**src/rtl/cpol_pkg.sv**
```systemverilog
`timescale 1ns/1ps
package cpol_pkg;
    localparam logic [23:0] ACCESS_KEY = 24'h00A5A5;
    localparam int GO_BIT   = 0;
    localparam int SYNC_BIT = 1;
    localparam int COPY_BIT = 2;
    localparam int POL_LSB  = 8;
    localparam int STOP_BIT = 0;
    localparam int RUN_BIT  = 1;
endpackage

```
**src/rtl/cpol_lock.sv**
```systemverilog
`timescale 1ns/1ps
module cpol_lock import cpol_pkg::*; (
    input  logic        clk,
    input  logic        rst_n,
    input  logic        wr_i,
    input  logic [23:0] key_i,
    input  logic        open_i,
    output logic        unlocked_o
);
    typedef struct packed {
        logic unlocked;
    } lock_t;

    lock_t lk_d, lk_q;
    logic  key_ok;

    assign key_ok = (key_i == ACCESS_KEY);

    always_comb begin
        lk_d = lk_q;
        if (wr_i && key_ok) lk_d.unlocked = open_i;
    end

    always_ff @(posedge clk or negedge rst_n) begin
        if (!rst_n) lk_q <= '0;
        else        lk_q <= lk_d;
    end

    assign unlocked_o = lk_q.unlocked;

    assert_bad_key_ignored_R2: assert property (@(posedge clk) disable iff (!rst_n)
        (wr_i && !key_ok) |=> $stable(unlocked_o));
endmodule

```
**src/rtl/cpol_engine.sv**
```systemverilog
`timescale 1ns/1ps
module cpol_engine #(
    parameter  int POL_W       = 2,
    parameter  int STAB_CYCLES = 4,
    parameter  int RST_POL     = 2,
    localparam int CNT_W       = (STAB_CYCLES > 1) ? $clog2(STAB_CYCLES) : 1
) (
    input  logic             clk,
    input  logic             rst_n,
    input  logic             ctrl_wr_i,
    input  logic             go_i,
    input  logic             sync_i,
    input  logic             copy_i,
    input  logic [POL_W-1:0] pol_i,
    input  logic             stop_wr_i,
    output logic             busy_o,
    output logic             running_o,
    output logic             stop_pend_o,
    output logic             sync_o,
    output logic             copy_o,
    output logic [POL_W-1:0] pol_o,
    output logic             commit_o,
    output logic [POL_W-1:0] commit_pol_o
);
    typedef struct packed {
        logic             busy;
        logic             running;
        logic             stop_pend;
        logic             sync;
        logic             copy;
        logic [POL_W-1:0] pol;
        logic [CNT_W-1:0] cnt;
    } eng_t;

    eng_t eg_d, eg_q;

    always_comb begin
        eg_d         = eg_q;
        commit_o     = 1'b0;
        commit_pol_o = eg_q.pol;
        // stop retires first, so a go in the same cycle restarts the engine
        if (eg_q.stop_pend && !eg_q.busy) begin
            eg_d.stop_pend = 1'b0;
            eg_d.running   = 1'b0;
        end
        if (stop_wr_i) eg_d.stop_pend = 1'b1;
        if (eg_q.busy) begin
            if (eg_q.cnt == '0) begin
                eg_d.busy = 1'b0;
                if (!eg_q.sync && eg_q.copy) commit_o = 1'b1;
            end else begin
                eg_d.cnt = eg_q.cnt - 1'b1;
            end
        end else if (ctrl_wr_i) begin
            eg_d.sync = sync_i;
            eg_d.copy = copy_i;
            eg_d.pol  = pol_i;
            if (go_i) begin
                eg_d.busy    = 1'b1;
                eg_d.running = 1'b1;
                eg_d.cnt     = CNT_W'(STAB_CYCLES - 1);
                if (sync_i) begin
                    commit_o     = 1'b1;
                    commit_pol_o = pol_i;
                end
            end
        end
    end

    always_ff @(posedge clk or negedge rst_n) begin
        if (!rst_n) begin
            eg_q         <= '0;
            eg_q.running <= 1'b1;
            eg_q.pol     <= POL_W'(RST_POL);
        end else begin
            eg_q <= eg_d;
        end
    end

    assign busy_o      = eg_q.busy;
    assign running_o   = eg_q.running;
    assign stop_pend_o = eg_q.stop_pend;
    assign sync_o      = eg_q.sync;
    assign copy_o      = eg_q.copy;
    assign pol_o       = eg_q.pol;

    assert_go_starts_R4: assert property (@(posedge clk) disable iff (!rst_n)
        (ctrl_wr_i && go_i && !busy_o) |=> busy_o);
    assert_busy_runs_R10: assert property (@(posedge clk) disable iff (!rst_n)
        busy_o |-> running_o);
    assert_stop_waits_R10: assert property (@(posedge clk) disable iff (!rst_n)
        (stop_pend_o && busy_o) |=> (running_o && stop_pend_o));
    assert_stop_done_R10: assert property (@(posedge clk) disable iff (!rst_n)
        (stop_pend_o && !busy_o && !stop_wr_i) |=> !stop_pend_o);
endmodule

```
**src/rtl/cpol_regctl.sv**
```systemverilog
`timescale 1ns/1ps
module cpol_regctl import cpol_pkg::*; #(
    parameter  int NUM_POL     = 4,
    parameter  int STAB_CYCLES = 4,
    parameter  int RST_POL     = 2,
    localparam int POL_W       = (NUM_POL > 1) ? $clog2(NUM_POL) : 1,
    localparam int ADDR_W      = $clog2(NUM_POL + 3)
) (
    input  logic              clk,
    input  logic              rst_n,
    input  logic              bus_en,
    input  logic              bus_we,
    input  logic [ADDR_W-1:0] bus_addr,
    input  logic [31:0]       bus_wdata,
    output logic [31:0]       bus_rdata,
    output logic [31:0]       clk_en_o,
    output logic [POL_W-1:0]  active_pol_o
);
    localparam int CTRL_ADDR = NUM_POL + 1;
    localparam int STOP_ADDR = NUM_POL + 2;

    typedef struct packed {
        logic [NUM_POL-1:0][31:0] masks;
        logic [POL_W-1:0]         act_pol;
        logic [31:0]              act_mask;
    } bank_t;

    bank_t rb_d, rb_q;

    logic               wr, prot_wr, acc_wr, ctrl_wr, stop_wr, unlocked;
    logic [NUM_POL-1:0] mask_sel;
    logic               busy, running, stop_pend, sync_l, copy_l, commit;
    logic [POL_W-1:0]   pol_l, commit_pol;

    assign wr      = bus_en && bus_we;
    assign prot_wr = wr && unlocked;
    assign acc_wr  = wr && (bus_addr == '0);
    assign ctrl_wr = prot_wr && (bus_addr == ADDR_W'(CTRL_ADDR));
    assign stop_wr = prot_wr && (bus_addr == ADDR_W'(STOP_ADDR)) && bus_wdata[STOP_BIT];

    for (genvar p = 0; p < NUM_POL; p++) begin : g_sel
        assign mask_sel[p] = (bus_addr == ADDR_W'(p + 1));
    end

    cpol_lock u_lock (
        .clk        (clk),
        .rst_n      (rst_n),
        .wr_i       (acc_wr),
        .key_i      (bus_wdata[31:8]),
        .open_i     (bus_wdata[0]),
        .unlocked_o (unlocked)
    );

    cpol_engine #(
        .POL_W       (POL_W),
        .STAB_CYCLES (STAB_CYCLES),
        .RST_POL     (RST_POL)
    ) u_engine (
        .clk          (clk),
        .rst_n        (rst_n),
        .ctrl_wr_i    (ctrl_wr),
        .go_i         (bus_wdata[GO_BIT]),
        .sync_i       (bus_wdata[SYNC_BIT]),
        .copy_i       (bus_wdata[COPY_BIT]),
        .pol_i        (bus_wdata[POL_LSB +: POL_W]),
        .stop_wr_i    (stop_wr),
        .busy_o       (busy),
        .running_o    (running),
        .stop_pend_o  (stop_pend),
        .sync_o       (sync_l),
        .copy_o       (copy_l),
        .pol_o        (pol_l),
        .commit_o     (commit),
        .commit_pol_o (commit_pol)
    );

    always_comb begin
        rb_d = rb_q;
        for (int p = 0; p < NUM_POL; p++) begin
            if (prot_wr && !running && mask_sel[p]) rb_d.masks[p] = bus_wdata;
        end
        if (commit) begin
            rb_d.act_pol  = commit_pol;
            rb_d.act_mask = rb_q.masks[commit_pol];
        end
    end

    always_ff @(posedge clk or negedge rst_n) begin
        if (!rst_n) begin
            rb_q.masks    <= '1;
            rb_q.act_mask <= '1;
            rb_q.act_pol  <= POL_W'(RST_POL);
        end else begin
            rb_q <= rb_d;
        end
    end

    always_comb begin
        bus_rdata = '0;
        if (bus_addr == '0) bus_rdata[0] = unlocked;
        for (int p = 0; p < NUM_POL; p++) begin
            if (mask_sel[p]) bus_rdata = rb_q.masks[p];
        end
        if (bus_addr == ADDR_W'(CTRL_ADDR)) begin
            bus_rdata[GO_BIT]            = busy;
            bus_rdata[SYNC_BIT]          = sync_l;
            bus_rdata[COPY_BIT]          = copy_l;
            bus_rdata[POL_LSB +: POL_W]  = pol_l;
        end
        if (bus_addr == ADDR_W'(STOP_ADDR)) begin
            bus_rdata[STOP_BIT] = stop_pend;
            bus_rdata[RUN_BIT]  = running;
        end
    end

    assign clk_en_o     = rb_q.act_mask;
    assign active_pol_o = rb_q.act_pol;

    assert_locked_mask_R3: assert property (@(posedge clk) disable iff (!rst_n)
        (wr && !unlocked && bus_addr != '0) |=> $stable(rb_q.masks));
    assert_mask_running_R9: assert property (@(posedge clk) disable iff (!rst_n)
        (wr && running) |=> $stable(rb_q.masks));
    assert_clken_commit_R9: assert property (@(posedge clk) disable iff (!rst_n)
        !commit |=> ($stable(clk_en_o) && $stable(active_pol_o)));
endmodule

```
**config.mk**
```make
export PLATFORM = sky130hd
export DESIGN_NAME = cpol_regctl
export DESIGN_NICKNAME = d
export VERILOG_FILES = /design/src/rtl/cpol_pkg.sv /design/src/rtl/cpol_lock.sv /design/src/rtl/cpol_engine.sv /design/src/rtl/cpol_regctl.sv
export SDC_FILE = /design/constraint.sdc
export NUM_CORES = 1
export LEC_CHECK = 0
export BUFFER_PORTS_ARGS = -buffer_cell sky130_fd_sc_hd__clkbuf_2
export CORE_ASPECT_RATIO = 1.1
export CORE_MARGIN = 10
export CORE_UTILIZATION = 45
export DETAILED_ROUTE_END_ITERATION = 7
export MAX_ROUTING_LAYER = met4
export PLACE_DENSITY = 0.67
export REMOVE_ABC_BUFFERS = 1
export SETUP_SLACK_MARGIN = 0.4
export SYNTH_ARGS = -nofsm -noshare
export SYNTH_HDL_FRONTEND = slang
export SYNTH_SLANG_ARGS = --single-unit
```
**constraint.sdc**
```tcl
create_clock -name clk -period 1.9 [get_ports clk]
set_input_delay 0.38 -clock clk [delete_from_list [all_inputs] [get_ports clk]]
set_output_delay 0.38 -clock clk [all_outputs]
set_load 0.1 [all_outputs]
```
# Word level (Yosys, flattened, before mapping)
# Cells that the tools add are included.
[op_classes] add_sub_neg=1 n_mul=0 div=0 magnitude_cmp=1 n_eq_ne=8 shift=0 muxes=31 n_bitwise=1 reduce_logical=24
[ops] op="32-bit 2-to-1 mux" n=5
[ops] op="32-bit binary-select mux with 2-bit select" n=1
[ops] op="2-bit 2-to-1 mux" n=13
[ops] op="24-bit by 16-bit == test with 1-bit output, second input constant" n=1
[ops] op="1-bit logical AND" n=14
[ops] op="1-bit 2-to-1 mux" n=11
[ops] op="3-bit == test, second input constant" n=3
[ops] op="3-bit by 2-bit == test with 1-bit output, second input constant" n=2
[ops] op="2-bit nonzero test" n=3
[ops] op="3-bit by 1-bit == test with 1-bit output, second input constant" n=1
[ops] op="1-bit logical NOT" n=3
[ops] op="3-bit logical NOT" n=1
[ops] op="2-bit by 3-bit < comparator with 1-bit output, second input constant" n=1
[ops] op="3-bit 2-to-1 mux" n=1
[ops] op="3-bit AND reduction" n=1
[ops] op="2-bit logical NOT" n=1
[ops] op="2-bit inequality test, second input constant" n=1
[ops] op="2-bit AND reduction" n=1
[ops] op="2-bit by 1-bit subtractor with 2-bit output, second input constant" n=1
[ops] op="1-bit inverter" n=1
[totals] regBits=172 latch_bits=0 mem_bits_rw=0 mem_bits_ro=0 inputBits=39 output_inout_bits=66 wordCells=80 memories=0

# Depth between registers and ports, before layout
[logic_depth] ltp_word=8 depth_mapped=9 ltp_nobuf=6

# Modules after synthesis
# Synthesis repeated with hierarchy kept, for this count alone.
[unflattened] hier_cells=635 area_unflattened_um2=9057.4
[modules_own_cells] module="cpol_regctl" instances=1 cells_each=590 area_each_um2=8491.9 seq_area_each_um2=4255.3
[modules_own_cells] module="cpol_engine" instances=1 cells_each=33 area_each_um2=444.2 seq_area_each_um2=227.7
[modules_own_cells] module="cpol_lock" instances=1 cells_each=12 area_each_um2=121.4 seq_area_each_um2=25.0

# Worst setup path before layout
# OpenSTA, ideal clock, no wires.
[synth_path] kind="input -> output" start="in bus_addr[0]" end="out bus_rdata[30]" arrival_ns=2.923 required_ns=1.520 setup_slack_ns=-1.403 path_stages=5 path_buffers=3 cell_sequence="buf_4 -> clkbuf_1 -> clkbuf_1 -> mux2i_1 -> o22ai_1"
[synth_between] elab_chain_cells=5 elab_cells_between_ends=8 cone_classes="eq/ne (4); mux (4)"
[synth_rtl] element="start: declaration" line="cpol_regctl.sv:13" rtl="input logic [ADDR_W-1:0] bus_addr,"
[synth_rtl] element="3-bit by 1-bit == test with 1-bit output" line="cpol_regctl.sv:42" rtl="assign mask_sel[p] = (bus_addr == ADDR_W'(p + 1));"
[synth_rtl] element="32-bit 2-to-1 mux (3 in series)" line="cpol_regctl.sv:102" rtl="if (mask_sel[p]) bus_rdata = rb_q.masks[p];"
[synth_rtl] element="32-bit 2-to-1 mux (*)" line="cpol_regctl.sv:102"
[synth_rtl] element="end: declaration" line="cpol_regctl.sv:15" rtl="output logic [31:0] bus_rdata,"
# Mark *: on every way between the ends. The rest lies on a longest branch, timed or not.

# Final worst setup path
[layout_path] start="reg u_lock.lk_q, in the netlist u_lock.unlocked_o" end="out bus_rdata[0]"
[layout_between] elab_chain_cells=7
[layout_rtl] element="start: declaration" line="cpol_lock.sv:14" rtl="lock_t lk_d, lk_q;"
[layout_rtl] element="start signal: assignment" line="cpol_lock.sv:26" rtl="else lk_q <= lk_d;"
[layout_rtl] element="1-bit 2-to-1 mux" line="cpol_regctl.sv:100" rtl="if (bus_addr == '0) bus_rdata[0] = unlocked;"
[layout_rtl] element="32-bit 2-to-1 mux (4 in series)" line="cpol_regctl.sv:102"
[layout_rtl] element="3-bit 2-to-1 mux" line="cpol_regctl.sv:104" rtl="if (bus_addr == ADDR_W'(CTRL_ADDR)) begin"
[layout_rtl] element="2-bit 2-to-1 mux" line="cpol_regctl.sv:110" rtl="if (bus_addr == ADDR_W'(STOP_ADDR)) begin"
# No other way between the ends.

==> impl_metrics.env <==
export IMPL_fin_worst_skew_ps=8.19
export IMPL_rows=53
export IMPL_critical_path_startpoint_type="register"
export IMPL_tritoncts_num_buffers=17
export IMPL_first_pass_grt_wire_length_mm=48.9
export IMPL_area_delta_synth_final_pct=65.3
export IMPL_detailed_placement_hpwl_mm=16.5
export IMPL_total_chip_power_mw=7.98
export IMPL_yosysSeqAreaShare=0.506
export IMPL_clock_latency_ps=450
export IMPL_synth_async_reset_ratio=1.00
export IMPL_finish_net_count=943
export IMPL_grt_max_degree=73
export IMPL_clk_transition_reported_paths_ps=70
export IMPL_io_pins=105
export IMPL_synth_top_cell_area_share=0.480
export IMPL_pwr_density_cell_mw_per_mm2=542
export IMPL_finalHoldViolCount=0
export IMPL_post_route_cells_drive_above_1_share=0.817
export IMPL_gpl_final_weighted_congestion=0.847
export IMPL_drt_first_iter_violations=759
export IMPL_worst_hold_slack_ps=27.5
export IMPL_leakage_power_total_nw=6.60
export IMPL_critical_path_arrival_ps=1970
export IMPL_route_vias_total=7657
export IMPL_r2r_setup_slack_ps=-430
export IMPL_total_gr_overflow=0
export IMPL_cts_hold_buffers=0
export IMPL_critPathKind="reg -> out"
export IMPL_postLayoutCoreUtil=0.764
export IMPL_die_area_mm2=0.0259
export IMPL_pre_cts_slack_ps=-344
export IMPL_synth_ff_latch_count=172
export IMPL_detail_route_vias_per_cell=6.58
export IMPL_min_path_type="in -> async"
export IMPL_coreArea_mm2=0.0193
export IMPL_worst_path_max_fanout=2
export IMPL_ys_types=37
export IMPL_fillers=934
export IMPL_crit_path_end_kind="output port"
export IMPL_h_tree_depth=4
export IMPL_design_area_mm2=0.0147
export IMPL_clock_tree_from_tritoncts="yes"
export IMPL_drcViolationCount=0
export IMPL_totalWireLength_mm=37.8
export IMPL_number_of_antenna_violations_at_the_first_check_in_global_routing=1
export IMPL_synth_warnings=0
export IMPL_drt_antenna_violating_nets=0
export IMPL_cts_root_buf="clkbuf_16"
export IMPL_yosys_cell_count_top_type="dfstp_2"
export IMPL_timing_max_slew_rel_slack=0.595
export IMPL_die_h_um=168
export IMPL_yosys_top_cells_area="dfstp_2 48%, mux2_2 17%, mux2i_1 11%"
export IMPL_final_min_period_ps=2350
export IMPL_synthCells=684
export IMPL_clockBufferDepth=2
export IMPL_worst_slew_pin_slew_ps=590
export IMPL_grt_pass1_vias=7777
export IMPL_syn_avg_cell_area_um2=13.0
export IMPL_drt_pass1_iter_count=5
export IMPL_floorplan_initialDensity=0.462
export IMPL_vdd_ir_drop_worst_mv=0.731
export IMPL_numClockSinks=172
export IMPL_cp_data_required_time_ps=1520
export IMPL_placed_area_mm2=0.0106
export IMPL_worst_slack_ps=-446
export IMPL_top_cell_type_by_total_area_after_synthesis="dfstp_2"
export IMPL_violations="setup timing"
export IMPL_synth_enable_flop_cells=0
export IMPL_slew_viol_final=0
export IMPL_maxCapViolCount=0
export IMPL_status="complete, but fails checks"
export IMPL_synth_area_mm2=0.00892
export IMPL_rsz_0062_raised_after_global_routing="true"
export IMPL_portBuffers=104
export IMPL_post_drt_wl_per_cell_um=32.5
export IMPL_max_freq_mhz=426
export IMPL_chipWidth_um=154
export IMPL_globalRouteTotalUtil=0.250
export IMPL_r2r_cells=8
export IMPL_synth_cells_most_frequent="163 x dfstp_2, 131 x mux2_2, 95 x mux2i_1, 47 x nor2_1, 35 x buf_4"
export IMPL_synth_main_ff_cell="dfstp_2"
export IMPL_setup_viol=69
export IMPL_post_route_period_util=1.23
-- layout make-up --
| class | count | area (um2) | area share |
|---|---|---|---|
| antenna | 1 | 2.50 | 0.000170 |
| timing repair buffer | 282 | 4350 | 0.295 |
| inverter | 6 | 22.5 | 0.00153 |
| clock buffer | 19 | 433 | 0.0294 |
| clock inverter | 12 | 149 | 0.0101 |
| multi-input combinational | 424 | 4970 | 0.337 |
| sequential | 172 | 4510 | 0.306 |
| tap | 247 | 309 | 0.0210 |
-- flip-flops by register name (all words and copies together), names as in the netlist, 2 cells and up --
signal,count
clk_en_o,32
active_pol_o,2
u_engine.pol_o,2
rb_q,128
u_engine.eg_q,2
-- final timing paths --
| path | from | end |
|---|---|---|
| max in group asynchronous | rst_n | u_engine.running_o |
| min reg2reg | rb_q[131] | rb_q[131] |
| min in group clk | bus_wdata[7] | rb_q[105] |
| min | rst_n | clk_en_o[16] |
| max | u_lock.unlocked_o | bus_rdata[0] |
| max reg2reg | u_engine.busy_o | clk_en_o[10] |
-- layer usage --
| metal | global-route usage | vias up | wire length [um] |
|---|---|---|---|
| li1 | - | 2967 | - |
| met2 | 0.398 | 577 | 18000 |
| met3 | 0.0543 | 156 | 3220 |
| met4 | 0.115 | 0 | 1960 |
| met1 | 0.297 | 3957 | 14600 |
| met5 | - | - | 0 |
-- what timing repair did --
| item | CTS | global route |
|---|---|---|
| resized for setup | 306 | 146 |
| gates cloned | 21 | 6 |
| pin swaps | 65 | 32 |
| setup buffers | 49 | 26 |
| endpoints found under the setup margin | 229 | 231 |
-- power by group --
group	switching, mW	internal (mW)	total (mW)	leakage [nW]
Combinational	0.383	0.297	0.679	4.52
Sequential	0.000000210	3.68	3.68	1.81
Clock	1.57	2.05	3.62	0.275
Total	1.96	6.03	7.98	6.60
-- kinds of logic (layout without fill, tap and decap cells) --
logic type,Yosys count,in the layout,share of synthesized area
AND/OR/NAND/NOR,84,84,0.0455
multiplexers,228,228,0.277
other,0,1,0
buffers and inverters,88,319,0.0601
flip-flops,172,172,0.506
adder cells (fa/ha/maj),1,1,0.00140
AO/OA/AOI/OAI,111,111,0.110
-- critical path: stages, from the launching register on --
cell and delay, ps:
dfrtp_1 410, buf_6 140, mux4_2 480, nor2_1 130, a21oi_1 60, buf_4 150
buf_12 160
-- through the flow --
step	std cells	TNS, ps
after floorplan	602	-196800
after global placement	1029	-26860
after detailed placement	1029	-28510
after CTS	1130	-9830
after global routing	1163	-19090
final	1163	-16410
-- cells in the final DEF, fill, tap and decap left out, types with 30 or more instances in the layout --
master,n
dfstp_2,163
buf_4,55
clkbuf_2,34
a22oi_2,30
clkbuf_16,58
mux2i_1,82
buf_6,48
buf_12,75
a221oi_2,32
mux2_4,118
nor2_1,41
Power figures use the tool's default switching activity.
